--- src/rtl/adc_seq_pkg.sv ---
package adc_seq_pkg;

  typedef enum logic [1:0] {
    PH_IDLE   = 2'd0,
    PH_SAMPLE = 2'd1,
    PH_STEP   = 2'd2,
    PH_DONE   = 2'd3
  } phase_t;

  localparam int MAX_DIV  = 16;
  localparam int MAX_SAMP = 64;
  localparam int DIV_W    = $clog2(MAX_DIV);
  localparam int SAMP_W   = $clog2(MAX_SAMP);

  // divisor minus one for a prescale code (order is 4, 2, 16, 8)
  function automatic logic [DIV_W-1:0] div_last(input logic [1:0] code);
    case (code)
      2'b00:   div_last = DIV_W'(3);
      2'b01:   div_last = DIV_W'(1);
      2'b10:   div_last = DIV_W'(15);
      default: div_last = DIV_W'(7);
    endcase
  endfunction

  // sample length in basic periods minus one (8 << code)
  function automatic logic [SAMP_W-1:0] samp_last(input logic [1:0] code);
    logic [SAMP_W:0] n;
    n = (SAMP_W+1)'(8) << code;
    samp_last = SAMP_W'(n - 1'b1);
  endfunction

endpackage

--- src/rtl/adc_seq_cfg.sv ---
module adc_seq_cfg
  import adc_seq_pkg::*;
#(
  parameter int CTRL_W = 16
) (
  input  logic                clk,
  input  logic                rst,
  input  logic                accept,
  input  logic [CTRL_W-1:0]   ctrl_word,
  output logic [DIV_W-1:0]    div_m1,
  output logic [SAMP_W-1:0]   samp_m1
);
  localparam int DC_HI = CTRL_W - 1;
  localparam int SC_HI = CTRL_W - 3;

  always_ff @(posedge clk) begin
    if (rst) begin
      div_m1  <= '0;
      samp_m1 <= '0;
    end else if (accept) begin
      div_m1  <= div_last(ctrl_word[DC_HI -: 2]);
      samp_m1 <= samp_last(ctrl_word[SC_HI -: 2]);
    end
  end


  cfg_hold_chk: assert property (@(posedge clk) disable iff (rst)
    !accept |=> ($stable(div_m1) && $stable(samp_m1)));
endmodule

--- src/rtl/adc_seq_presc.sv ---
module adc_seq_presc
  import adc_seq_pkg::*;
(
  input  logic             clk,
  input  logic             rst,
  input  logic             run,
  input  logic [DIV_W-1:0] div_m1,
  output logic             tick
);
  logic [DIV_W-1:0] cnt;

  assign tick = run && (cnt == div_m1);

  always_ff @(posedge clk) begin
    if (rst || !run)  cnt <= '0;
    else if (tick)    cnt <= '0;
    else              cnt <= cnt + 1'b1;
  end

  // smallest divisor is 2, so ticks are never adjacent
  tick_gap_chk: assert property (@(posedge clk) disable iff (rst)
    tick |=> !tick);
endmodule

--- src/rtl/adc_seq_phase.sv ---
module adc_seq_phase
  import adc_seq_pkg::*;
#(
  parameter int RES_BITS = 10
) (
  input  logic              clk,
  input  logic              rst,
  input  logic              start,
  input  logic              tick,
  input  logic [SAMP_W-1:0] samp_m1,
  output logic              accept,
  output logic              run,
  output logic              busy,
  output logic              sample_en,
  output logic              step_stb,
  output logic              done
);
  localparam int STEP_W = (RES_BITS > 1) ? $clog2(RES_BITS) : 1;
  localparam logic [STEP_W-1:0] STEP_LAST = STEP_W'(RES_BITS - 1);

  phase_t            phase;
  logic [SAMP_W-1:0] s_cnt;
  logic [STEP_W-1:0] k_cnt;

  assign accept    = start && (phase == PH_IDLE) && !rst;
  assign run       = (phase == PH_SAMPLE) || (phase == PH_STEP);
  assign busy      = (phase != PH_IDLE);
  assign sample_en = (phase == PH_SAMPLE);
  assign step_stb  = (phase == PH_STEP) && tick;
  assign done      = (phase == PH_DONE);

  always_ff @(posedge clk) begin
    if (rst) begin
      phase <= PH_IDLE;
      s_cnt <= '0;
      k_cnt <= '0;
    end else begin
      case (phase)
        PH_IDLE: if (start) phase <= PH_SAMPLE;
        PH_SAMPLE: if (tick) begin
          if (s_cnt == samp_m1) begin
            s_cnt <= '0;
            phase <= PH_STEP;
          end else begin
            s_cnt <= s_cnt + 1'b1;
          end
        end
        PH_STEP: if (tick) begin
          if (k_cnt == STEP_LAST) begin
            k_cnt <= '0;
            phase <= PH_DONE;
          end else begin
            k_cnt <= k_cnt + 1'b1;
          end
        end
        default: phase <= PH_IDLE;
      endcase
    end
  end


  step_range_chk: assert property (@(posedge clk) disable iff (rst)
    k_cnt <= STEP_LAST);

  done_pulse_chk: assert property (@(posedge clk) disable iff (rst)
    done |=> (!done && !busy));

  phase_excl_chk: assert property (@(posedge clk) disable iff (rst)
    !(sample_en && step_stb));

  busy_ignore_chk: assert property (@(posedge clk) disable iff (rst)
    (busy && !done) |=> busy);

  reset_idle_chk: assert property (@(posedge clk)
    rst |=> (!busy && !sample_en && !step_stb && !done));
endmodule

--- src/rtl/adc_seq_timer.sv ---
module adc_seq_timer
  import adc_seq_pkg::*;
#(
  parameter int RES_BITS = 10,
  parameter int CTRL_W   = 16
) (
  input  logic              clk,
  input  logic              rst,
  input  logic              start,
  input  logic [CTRL_W-1:0] ctrl_word,
  output logic              busy,
  output logic              sample_en,
  output logic              step_stb,
  output logic              done
);
  logic              accept;
  logic              run;
  logic              tick;
  logic [DIV_W-1:0]  div_m1;
  logic [SAMP_W-1:0] samp_m1;

  adc_seq_cfg #(.CTRL_W(CTRL_W)) u_cfg (
    .clk(clk), .rst(rst), .accept(accept), .ctrl_word(ctrl_word),
    .div_m1(div_m1), .samp_m1(samp_m1)
  );

  adc_seq_presc u_presc (
    .clk(clk), .rst(rst), .run(run), .div_m1(div_m1), .tick(tick)
  );

  adc_seq_phase #(.RES_BITS(RES_BITS)) u_phase (
    .clk(clk), .rst(rst), .start(start), .tick(tick), .samp_m1(samp_m1),
    .accept(accept), .run(run), .busy(busy), .sample_en(sample_en),
    .step_stb(step_stb), .done(done)
  );


  accept_busy_chk: assert property (@(posedge clk) disable iff (rst)
    accept |=> (busy && sample_en));
endmodule

--- config.mk ---
export PLATFORM = sky130hd
export DESIGN_NAME = adc_seq_timer
export DESIGN_NICKNAME = d
export VERILOG_FILES = /design/src/rtl/adc_seq_pkg.sv /design/src/rtl/adc_seq_cfg.sv /design/src/rtl/adc_seq_presc.sv /design/src/rtl/adc_seq_phase.sv /design/src/rtl/adc_seq_timer.sv
export SDC_FILE = /design/constraint.sdc
export NUM_CORES = 1
export LEC_CHECK = 0
export ABC_CLOCK_PERIOD_IN_PS = 2700
export BUFFER_PORTS_ARGS = -buffer_cell sky130_fd_sc_hd__buf_4
export CAP_MARGIN = 20
export CELL_PAD_IN_SITES_DETAIL_PLACEMENT = 0
export CELL_PAD_IN_SITES_GLOBAL_PLACEMENT = 1
export CORE_MARGIN = 1.5
export CORE_UTILIZATION = 35
export CTS_CLUSTER_SIZE = 20
export DETAILED_ROUTE_END_ITERATION = 12
export GPL_TIMING_DRIVEN = 0
export PLACE_DENSITY = 0.73
export SYNTH_ARGS = -nofsm -noshare
export SYNTH_HDL_FRONTEND = slang
export SYNTH_SLANG_ARGS = --single-unit
--- constraint.sdc ---
create_clock -name clk -period 2.7 [get_ports clk]
set_clock_uncertainty 0.2 [all_clocks]
set_input_delay 0.405 -clock clk [delete_from_list [all_inputs] [get_ports clk]]
set_output_delay 0.405 -clock clk [all_outputs]
set_load 0.02 [all_outputs]
## Word-level counts from Yosys, hierarchy flattened

Cells that the tools add are included.

| word-level totals | value |
|---|---|
| register bits after elaboration | 26 |
| word-level logic and storage cells | 48 |

| cells by class | value |
|---|---|
| add/subtract/negate cells | 4 |
| equal/unequal tests | 13 |
| shift-type cells | 1 |
| muxes and demuxes | 9 |
| reduce and logical (&&, ||, !) cells | 15 |

Operators by type and width:

| cell | count |
|---|---|
| 4-bit one-hot mux with 3 select lines | 1 |
| 2-bit 2-to-1 mux | 5 |
| 4-bit by 1-bit adder with 4-bit output, second input constant | 2 |
| 6-bit by 1-bit adder with 6-bit output, second input constant | 1 |
| 2-bit == test, second input constant | 3 |
| 6-bit == test | 1 |
| 6-bit 2-to-1 mux | 1 |
| 2-bit by 1-bit != test with 1-bit output, second input constant | 3 |
| 2-bit one-hot mux with 3 select lines | 1 |
| 4-bit by 2-bit << shifter with 6-bit output, first input constant | 1 |
| 6-bit by 1-bit subtractor with 6-bit output, second input constant | 1 |
| 5-bit AND reduction | 1 |
| 2-bit by 1-bit == test with 1-bit output, second input constant | 2 |
| 4-bit == test | 1 |
| 4-bit == test, second input constant | 1 |
| 1-bit logical AND | 4 |
| 2-bit zero test | 2 |
| 4-bit 2-to-1 mux | 1 |
| 2-bit != test, second input constant | 2 |
| 2-bit AND reduction | 2 |
| 1-bit zero test | 2 |
| 1-bit logical OR | 2 |
| 2-bit nonzero test | 1 |
| 2-bit OR reduction | 1 |

## Longest topological paths before layout

Gate-level depths: netlist of run 1.

| depth | value |
|---|---|
| word-level depth | 5 |
| depth in mapped cells | 6 |
| mapped depth without buffers | 6 |

## Cells and area by module

Synthesis of run 1 repeated with hierarchy kept, for this count alone.

| second synthesis, totals | value |
|---|---|
| cell total of the unflattened synthesis | 134 |
| area total of the unflattened synthesis | 1,227.4 µm² |

By module, submodules not included:

| module | times used | cells an instance | area each (µm²) | sequential area each (µm²) |
|---|---|---|---|---|
| adc_seq_phase | 1 | 82 | 695.7 | 240.2 |
| adc_seq_cfg | 1 | 29 | 291.5 | 140.1 |
| adc_seq_presc | 1 | 23 | 240.2 | 80.1 |

## Worst setup path before layout of run 1

Ideal clock, no wire load.

| timing | value |
|---|---|
| path kind | register -> register |
| from | register u_phase.phase[0] |
| to | register u_phase.phase[0] |
| arrival time | 1.630 ns |
| path slack | 0.749 ns |
| stages on the path, launching flop included | 7 |
| buffers on the path | 0 |
| path through | dfxtp_1 inv_1 ha_1 nand3_1 o31ai_1 o211ai_2 mux2_4 |

| between the ends | value |
|---|---|
| cells in the longest elaborated chain, start to end | 5 |
| elaborated cells between the ends (all ways) | 12 |
| those cells by class | 7 x eq/ne; 1 x mux; 4 x reduce/logical |

RTL lines:

| what | line | source |
|---|---|---|
| start, declared | adc_seq_phase.sv:21 | `phase_t phase;` |
| start signal, assigned | adc_seq_phase.sv:34 | `phase <= PH_IDLE;` |
| start signal, assigned | adc_seq_phase.sv:39 | `PH_IDLE: if (start) phase <= PH_SAMPLE;` |
| start signal, assigned | adc_seq_phase.sv:43 | `phase <= PH_STEP;` |
| 2-bit by 1-bit == test with 1-bit output or 2-bit == test (tied branches) | adc_seq_phase.sv:26, adc_seq_phase.sv:38 |  |
| 1-bit logical OR | adc_seq_phase.sv:26 | `assign run = (phase == PH_SAMPLE) \|\| (phase == PH_STEP);` |
| 1-bit logical AND | adc_seq_presc.sv:12 | `assign tick = run && (cnt == div_m1);` |
| 2-bit by 1-bit != test with 1-bit output (no line) | n/a |  |
| 5-bit AND reduction (no line) | n/a |  |

Parallel ways exist; a longest one is shown, timed or not.
A chain may end at the register's enable or synchronous reset.

## Final worst setup path of run 1

| timing | value |
|---|---|
| from | register u_phase.phase[1] |
| to | register u_phase.s_cnt[5] |

| between the ends | value |
|---|---|
| cells in the longest elaborated chain, start to end | 4 |
| elaborated cells between the ends (all ways) | 5 |
| those cells by class | 2 x eq/ne; 3 x reduce/logical |

RTL lines:

| what | line | source |
|---|---|---|
| 2-bit by 1-bit == test with 1-bit output or 2-bit == test (tied branches) | adc_seq_phase.sv:26, adc_seq_phase.sv:38 |  |
| 1-bit logical OR | adc_seq_phase.sv:26 |  |
| 1-bit logical AND | adc_seq_presc.sv:12 |  |
| 2-bit AND reduction (no line) (*) | n/a |  |
| end signal, assigned | adc_seq_phase.sv:45 | `s_cnt <= s_cnt + 1'b1;` |
| end, declared | adc_seq_phase.sv:22 | `logic [SAMP_W-1:0] s_cnt;` |

Mark *: on every way between the ends. The rest lies on a longest branch, timed or not.

==> flow_summary.yaml, run 1 <==
placement:
  port-buffer-count: 10
  place_area_sq_um: 1310
  place_hpwl_um: 1780
  gp_congestion: 0.826
yosys:
  synth.net_count: 159
  synth.yosys.seq_area_share_pct: 39.1
  synth_cells: 133
  netlist.area_leader.share_pct: 39.1
  netlist_area_sq_um: 1180
  synthArstFlopShare_pct: 0
  synth_common_cells: "dfxtp_1, nor2_1, xnor2_1"
  ys_ff_latch: 23
  syn_area_per_cell_sq_um: 8.84
  ys.flop_type: "dfxtp_1"
  ys.warnings.count: 0
  ys_top_cells_by_area: "dfxtp_1, xnor2_1, ha_1, nor2_1, nand2_1"
  ys_types: 36
  synth_area_leader_cell: "dfxtp_1"
  synth_most_common_cell: "dfxtp_1"
  synth_edf_count: 0
sta:
  tns_ns: 0
  worst_slew_pin_slew_ns: 0.788
  finalCritPeriodShare_pct: 86.3
  fin_crit_ns: 2.33
  whs_ns: 0.103
  finalSetupViolCount: 0
  slew_viol_final: 0
  fmax_mhz: 429
  finalHoldViolCount: 0
  rsz0062_at_grt: "false"
  maxSlewHeadroom_pct: 47.0
floorplan:
  core_area_sq_um: 3130
  die_y_um: 61.0
  die_x_um: 61.0
  initial_core_util_pct: 37.6
  die_area_sq_um: 3720
  rows: 20
  io_pins: 23
grt:
  grt_pass1_wl_um: 3950
  grt_usage_pct: 14.2
  antenna_found_initial: 0
  grt_pass1_vias: 883
  grt_overflow_total: 0
  grt_max_degree: 13
cts:
  h-tree-depth: 1
  ctsResizeCount: 0
  cts_root_buf: "clkbuf_4"
  cts_tree: "done"
  clkSlewWorstSetupHoldPaths_ns: 0.13
  clk_latency_ns: 0.31
  clock-sinks: 23
  ctsHoldBuffers: 0
  cts_max_path_buffers: 2
  cts_buffers: 3
  cts_setup_buffers: 0
setup_path:
  crit_type: "flip-flop to flip-flop"
  worstSetupEndpointType: "flip-flop"
  crit_path_start_kind: "flip-flop"
  cp_data_arrival_time_ns: 2.32
  crit_fanout: 6
  required_ns: 2.69
final_layout:
  syn_to_final_growth_pct: 13.3
  seq_area_sq_um: 460
  multiInputGateArea_sq_um: 682
  drive_above_1_share_pct: 15.6
  fill_cells: 338
  finish.utilization_pct: 42.6
  stdcell_area_sq_um: 1330
  finish.net_count: 174
  diodes: 0
route:
  via_per_inst: 4.91
  drc: 0
  ant_nets: 0
  first_pass_iters: 4
  drt_wl_total_um: 2290
  first_iter_violations: 22
  wire_per_inst_um: 12.0
  dr_total_vias: 938
power_and_ir_drop:
  powerDensity_nw_per_um2: 763
  finalPower_w: 0.00102
  peakVddDrop_v: 0.000246
  power.leakage_nw: 0.504
run_status:
  outcome: "complete, no violations"
hold_path:
  hold_class: "primary input to flip-flop"
flow_run:
  cap_violations: 0
==> critical path, cell delays in order (launching register included) <==
cell	delay, ns
dfxtp_1	0.43
inv_1	0.09
ha_1	0.39
nand4_1	0.26
o31ai_1	0.73
nor2_1	0.11
==> flip-flops by register name (all words and copies together) (netlist names) <==
| signal | count |
|---|---|
| u_phase.phase | 2 |
| u_presc.cnt | 4 |
| u_phase.k_cnt | 4 |
| u_phase.s_cnt | 6 |
| u_cfg.samp_m1 | 4 |
| u_cfg.div_m1 | 3 |
==> cell usage in the layout, fill, tap and decap left out, drive strengths merged, types with 2 or more instances in the layout <==
cell	instances
xnor2	14
inv	7
o31ai	3
dfxtp	23
nand2	13
o211ai	2
o21ai	2
nand3	6
buf	10
a21oi	7
mux2	2
clkbuf	6
nor3	7
and4	3
nand4	2
ha	7
nor2	18
and3	2
==> power by group <==
part	internal, W	total [W]	switching [W]
Clock	0.0000578	0.000164	0.000106
Sequential	0.000383	0.000427	0.0000444
Combinational	0.000173	0.000425	0.000251
==> stage by stage <==
| step | cells | worst slack (ns) |
|---|---|---|
| after global routing | 191 | 0.153 |
| after global placement | 187 | 0.431 |
| after CTS | 191 | 0.336 |
| after detailed placement | 187 | 0.386 |
| after floorplan | 133 | 0.749 |
| final | 191 | 0.369 |
==> path summary, 6_finish.rpt <==
path                     from               end  slack [ns]  depth (start not counted)
max          u_phase.phase[1]  u_phase.s_cnt[5]        0.37                          5
min                       rst  u_phase.k_cnt[3]        0.10                          2
max reg2reg  u_phase.phase[1]  u_phase.s_cnt[5]        0.37                          5
min reg2reg  u_cfg.samp_m1[5]  u_cfg.samp_m1[5]        0.28                          2
==> logic make-up after synthesis <==
group / share of synthesized area, %
compound gates: 9.25
xor+xnor: 11.2
fa+ha+maj: 7.45
buf+inv: 2.87
flops: 39.1
mux: 3.08
simple gates: 27.0
==> per-layer routing <==
metal | vias to the layer above | share of wire (%) | track usage, %
li1 | 482 | - | -
met1 | 438 | 49 | 19.0
met2 | 13 | 47 | 22.7
met3 | 5 | 2.8 | 2.56
met4 | 0 | 1.5 | 5.59
met5 | - | 0 | 0
==> area by class of cell <==
cell class                      instances  area share (%)
Tap cell                               44            4.13
Timing Repair Buffer                   10            5.63
Multi-Input combinational cell        101            51.2
Clock buffer                            4            1.97
Buffer                                  2           0.563
Inverter                                7            1.97
Sequential cell                        23            34.6
No activity file was read; power rests on OpenSTA's default activity.
==> run 2, diff against run 1 <==
PLACE_DENSITY = 0.72   (was 0.73)
SYNTH_HIERARCHICAL = 1   (was not set)
==> flow_summary.yaml, run 2 <==
final_layout:
  final_cell_mix: "dfxtp_1, nor2_1, buf_4, xor2_1"
  finish.net_count: 173
  top_register: "u_phase/s_cnt"
  layout_commonest_cell: "dfxtp_1"
  fill_cells: 359
  diodes: 0
  largest_reg_flops: 6
  multiInputGateArea_sq_um: 699
  drive_above_1_share_pct: 19.7
  syn_to_final_growth_pct: 13.0
  seq_area_sq_um: 462
yosys:
  ys_ff_latch: 23
  ys_types: 35
  synth_area_leader_cell: "dfxtp_1"
  synth.net_count: 159
  synth_cells: 134
  ys_top_cells_by_area: "dfxtp_1, xor2_1, ha_1, nor2_1, and2_1"
  netlist_area_sq_um: 1230
  synth_edf_count: 0
  synthArstFlopShare_pct: 0
  synth_common_cells: "dfxtp_1, nor2_1, xor2_1"
  synth.yosys.seq_area_share_pct: 37.5
  ys.warnings.count: 6
  synth_most_common_cell: "dfxtp_1"
  syn_area_per_cell_sq_um: 9.16
  ys.flop_type: "dfxtp_1"
  netlist.area_leader.share_pct: 37.5
sta:
  fin_crit_ns: 2.51
  finalCritPeriodShare_pct: 93.1
  fmax_mhz: 398
  slew_viol_final: 0
  finalHoldViolCount: 0
  worst_slew_pin_slew_ns: 0.504
  rsz0062_at_grt: "false"
  finalSetupViolCount: 0
  tns_ns: 0
  maxSlewHeadroom_pct: 66.4
cts:
  ctsResizeCount: 2
  cts_buffers: 3
  cts_root_buf: "clkbuf_4"
  cts_setup_buffers: 0
  h-tree-depth: 1
  clock-sinks: 23
  cts_tree: "done"
  clkSlewWorstSetupHoldPaths_ns: 0.13
  cts_max_path_buffers: 2
  clk_latency_ns: 0.31
  ctsHoldBuffers: 0
hold_path:
  whs_endpoint: "u_cfg/div_m1[1]"
  hp-start: "ctrl_word[14]"
  holdPathStages: 2
  hold_class: "primary input to flip-flop"
route:
  drc: 0
  wire_per_inst_um: 10.9
  first_pass_iters: 4
  via_per_inst: 4.70
  first_iter_violations: 25
  dr_total_vias: 908
  drt_wl_total_um: 2100
  ant_nets: 0
setup_path:
  reg2reg_slack_ns: 0.41
  crit_fanout: 5
  worstSetupEndpointType: "output port"
  required_ns: 2.10
  rr_startpoint: "u_phase/phase[1]"
  reg2reg_depth: 9
  r2r_end: "u_phase/s_cnt[5]"
  crit_start: "u_phase/phase[1]"
  crit_type: "flip-flop to output port"
  cp_data_arrival_time_ns: 1.91
  crit_path_start_kind: "flip-flop"
power_and_ir_drop:
  p_sw_w: 0.000375
  power.leakage_nw: 0.572
  seqPwrFrac_pct: 41.5
  p_int_w: 0.000637
  comb_power_share_pct: 42.4
  power.switching_fraction_pct: 37.1
  peakVddDrop_v: 0.000352
  finalPower_w: 0.00101
  power.clock.fraction_pct: 16.1
  powerDensity_nw_per_um2: 729
grt:
  grt_overflow_total: 0
  grt_usage_pct: 11.8
  antenna_found_initial: 0
  grt_max_degree: 13
  grt_pass1_wl_um: 3700
  grt_pass1_vias: 888
flow_run:
  cap_violations: 0
placement:
  place_hpwl_um: 1570
  port-buffer-count: 10
  gp_congestion: 0.759
floorplan:
  die_x_um: 62.2
  initial_core_util_pct: 36.5
  core_area_sq_um: 3360
  rows: 21
  die_area_sq_um: 3870
  io_pins: 23
  die_y_um: 62.2
run_status:
  outcome: "complete, no violations"
run 2: cell count changes in the layout (fill, tap and decap cells not counted), sizes merged, moves of 3 or more:
cell	delta
nand2	-5
and4	-3
and2	+6
nor3	-6
xnor2	-9
a211oi	+5
buf	+4
o31ai	-3
nor2b	+4
nand2b	+4
xor2	+9
run 2: power by group through the flow:
stage | registers, W | logic [W] | clock network [W]
3_3_place_gp | 0.000426 | 0.000411 | 0
3_5_place_dp | 0.000427 | 0.000419 | 0
5_1_grt | 0.000427 | 0.000479 | 0.000183
4_1_cts | 0.000419 | 0.000432 | 0.000173
6_report | 0.000420 | 0.000429 | 0.000163
2_1_floorplan | 0.000416 | 0.000324 | 0
run 2: logic make-up after synthesis:
kind of cell,synth area share [%]
mux,2.45
buf+inv,5.81
fa+ha+maj,6.12
flops,37.5
simple gates,21.9
xor+xnor,10.7
compound gates,15.5
run 2: layout make-up:
class                           instances  share of cell area [%]
Timing Repair Buffer                   10                    5.41
Sequential cell                        23                    33.3
Tap cell                               46                    4.15
Clock buffer                            4                    1.89
Buffer                                  5                    2.71
Multi-Input combinational cell         97                    50.4
Inverter                                8                    2.16
run 2: worst max path at each step:
stage                       endpoint  slack, ns  cells past startpoint
floorplan           u_phase/k_cnt[3]       0.40                     10
global placement    u_phase/s_cnt[5]       0.29                      9
detailed placement  u_phase/s_cnt[5]       0.26                      9
CTS                         step_stb       0.03                      7
global route                step_stb       0.04                      6
finish                      step_stb       0.19                      6
run 2: critical path, cell delays in order, from the launching register on:
cell      delay [ns]
dfxtp_1         0.38
inv_1           0.09
ha_1            0.32
o2111a_2        0.27
and2_4          0.18
and2_1          0.20
buf_4           0.17
run 2: metrics by stage:
stage / area (sq um) / std cells / hold slack [ns] / util, % / worst slack, ns
2_1_floorplan: 1230 / 134 / 0.242 / - / 0.395
3_3_place_gp: 1360 / 190 / 0.271 / 40.4 / 0.290
3_5_place_dp: 1360 / 190 / 0.275 / 40.4 / 0.262
4_1_cts: 1390 / 194 / 0.0790 / 41.3 / 0.0289
5_1_grt: 1390 / 193 / 0.0805 / 41.3 / 0.0393
6_report: 1390 / 193 / 0.0864 / 41.3 / 0.187
run 2: metal layers:
| layer | vias up | global-route usage [%] | wire length (um) |
|---|---|---|---|
| li1 | 475 | - | - |
| met1 | 422 | 13.5 | 965 |
| met2 | 7 | 20.9 | 1050 |
| met3 | 4 | 2.17 | 43 |
| met4 | 0 | 5.83 | 36 |
| met5 | - | 0 | 0 |
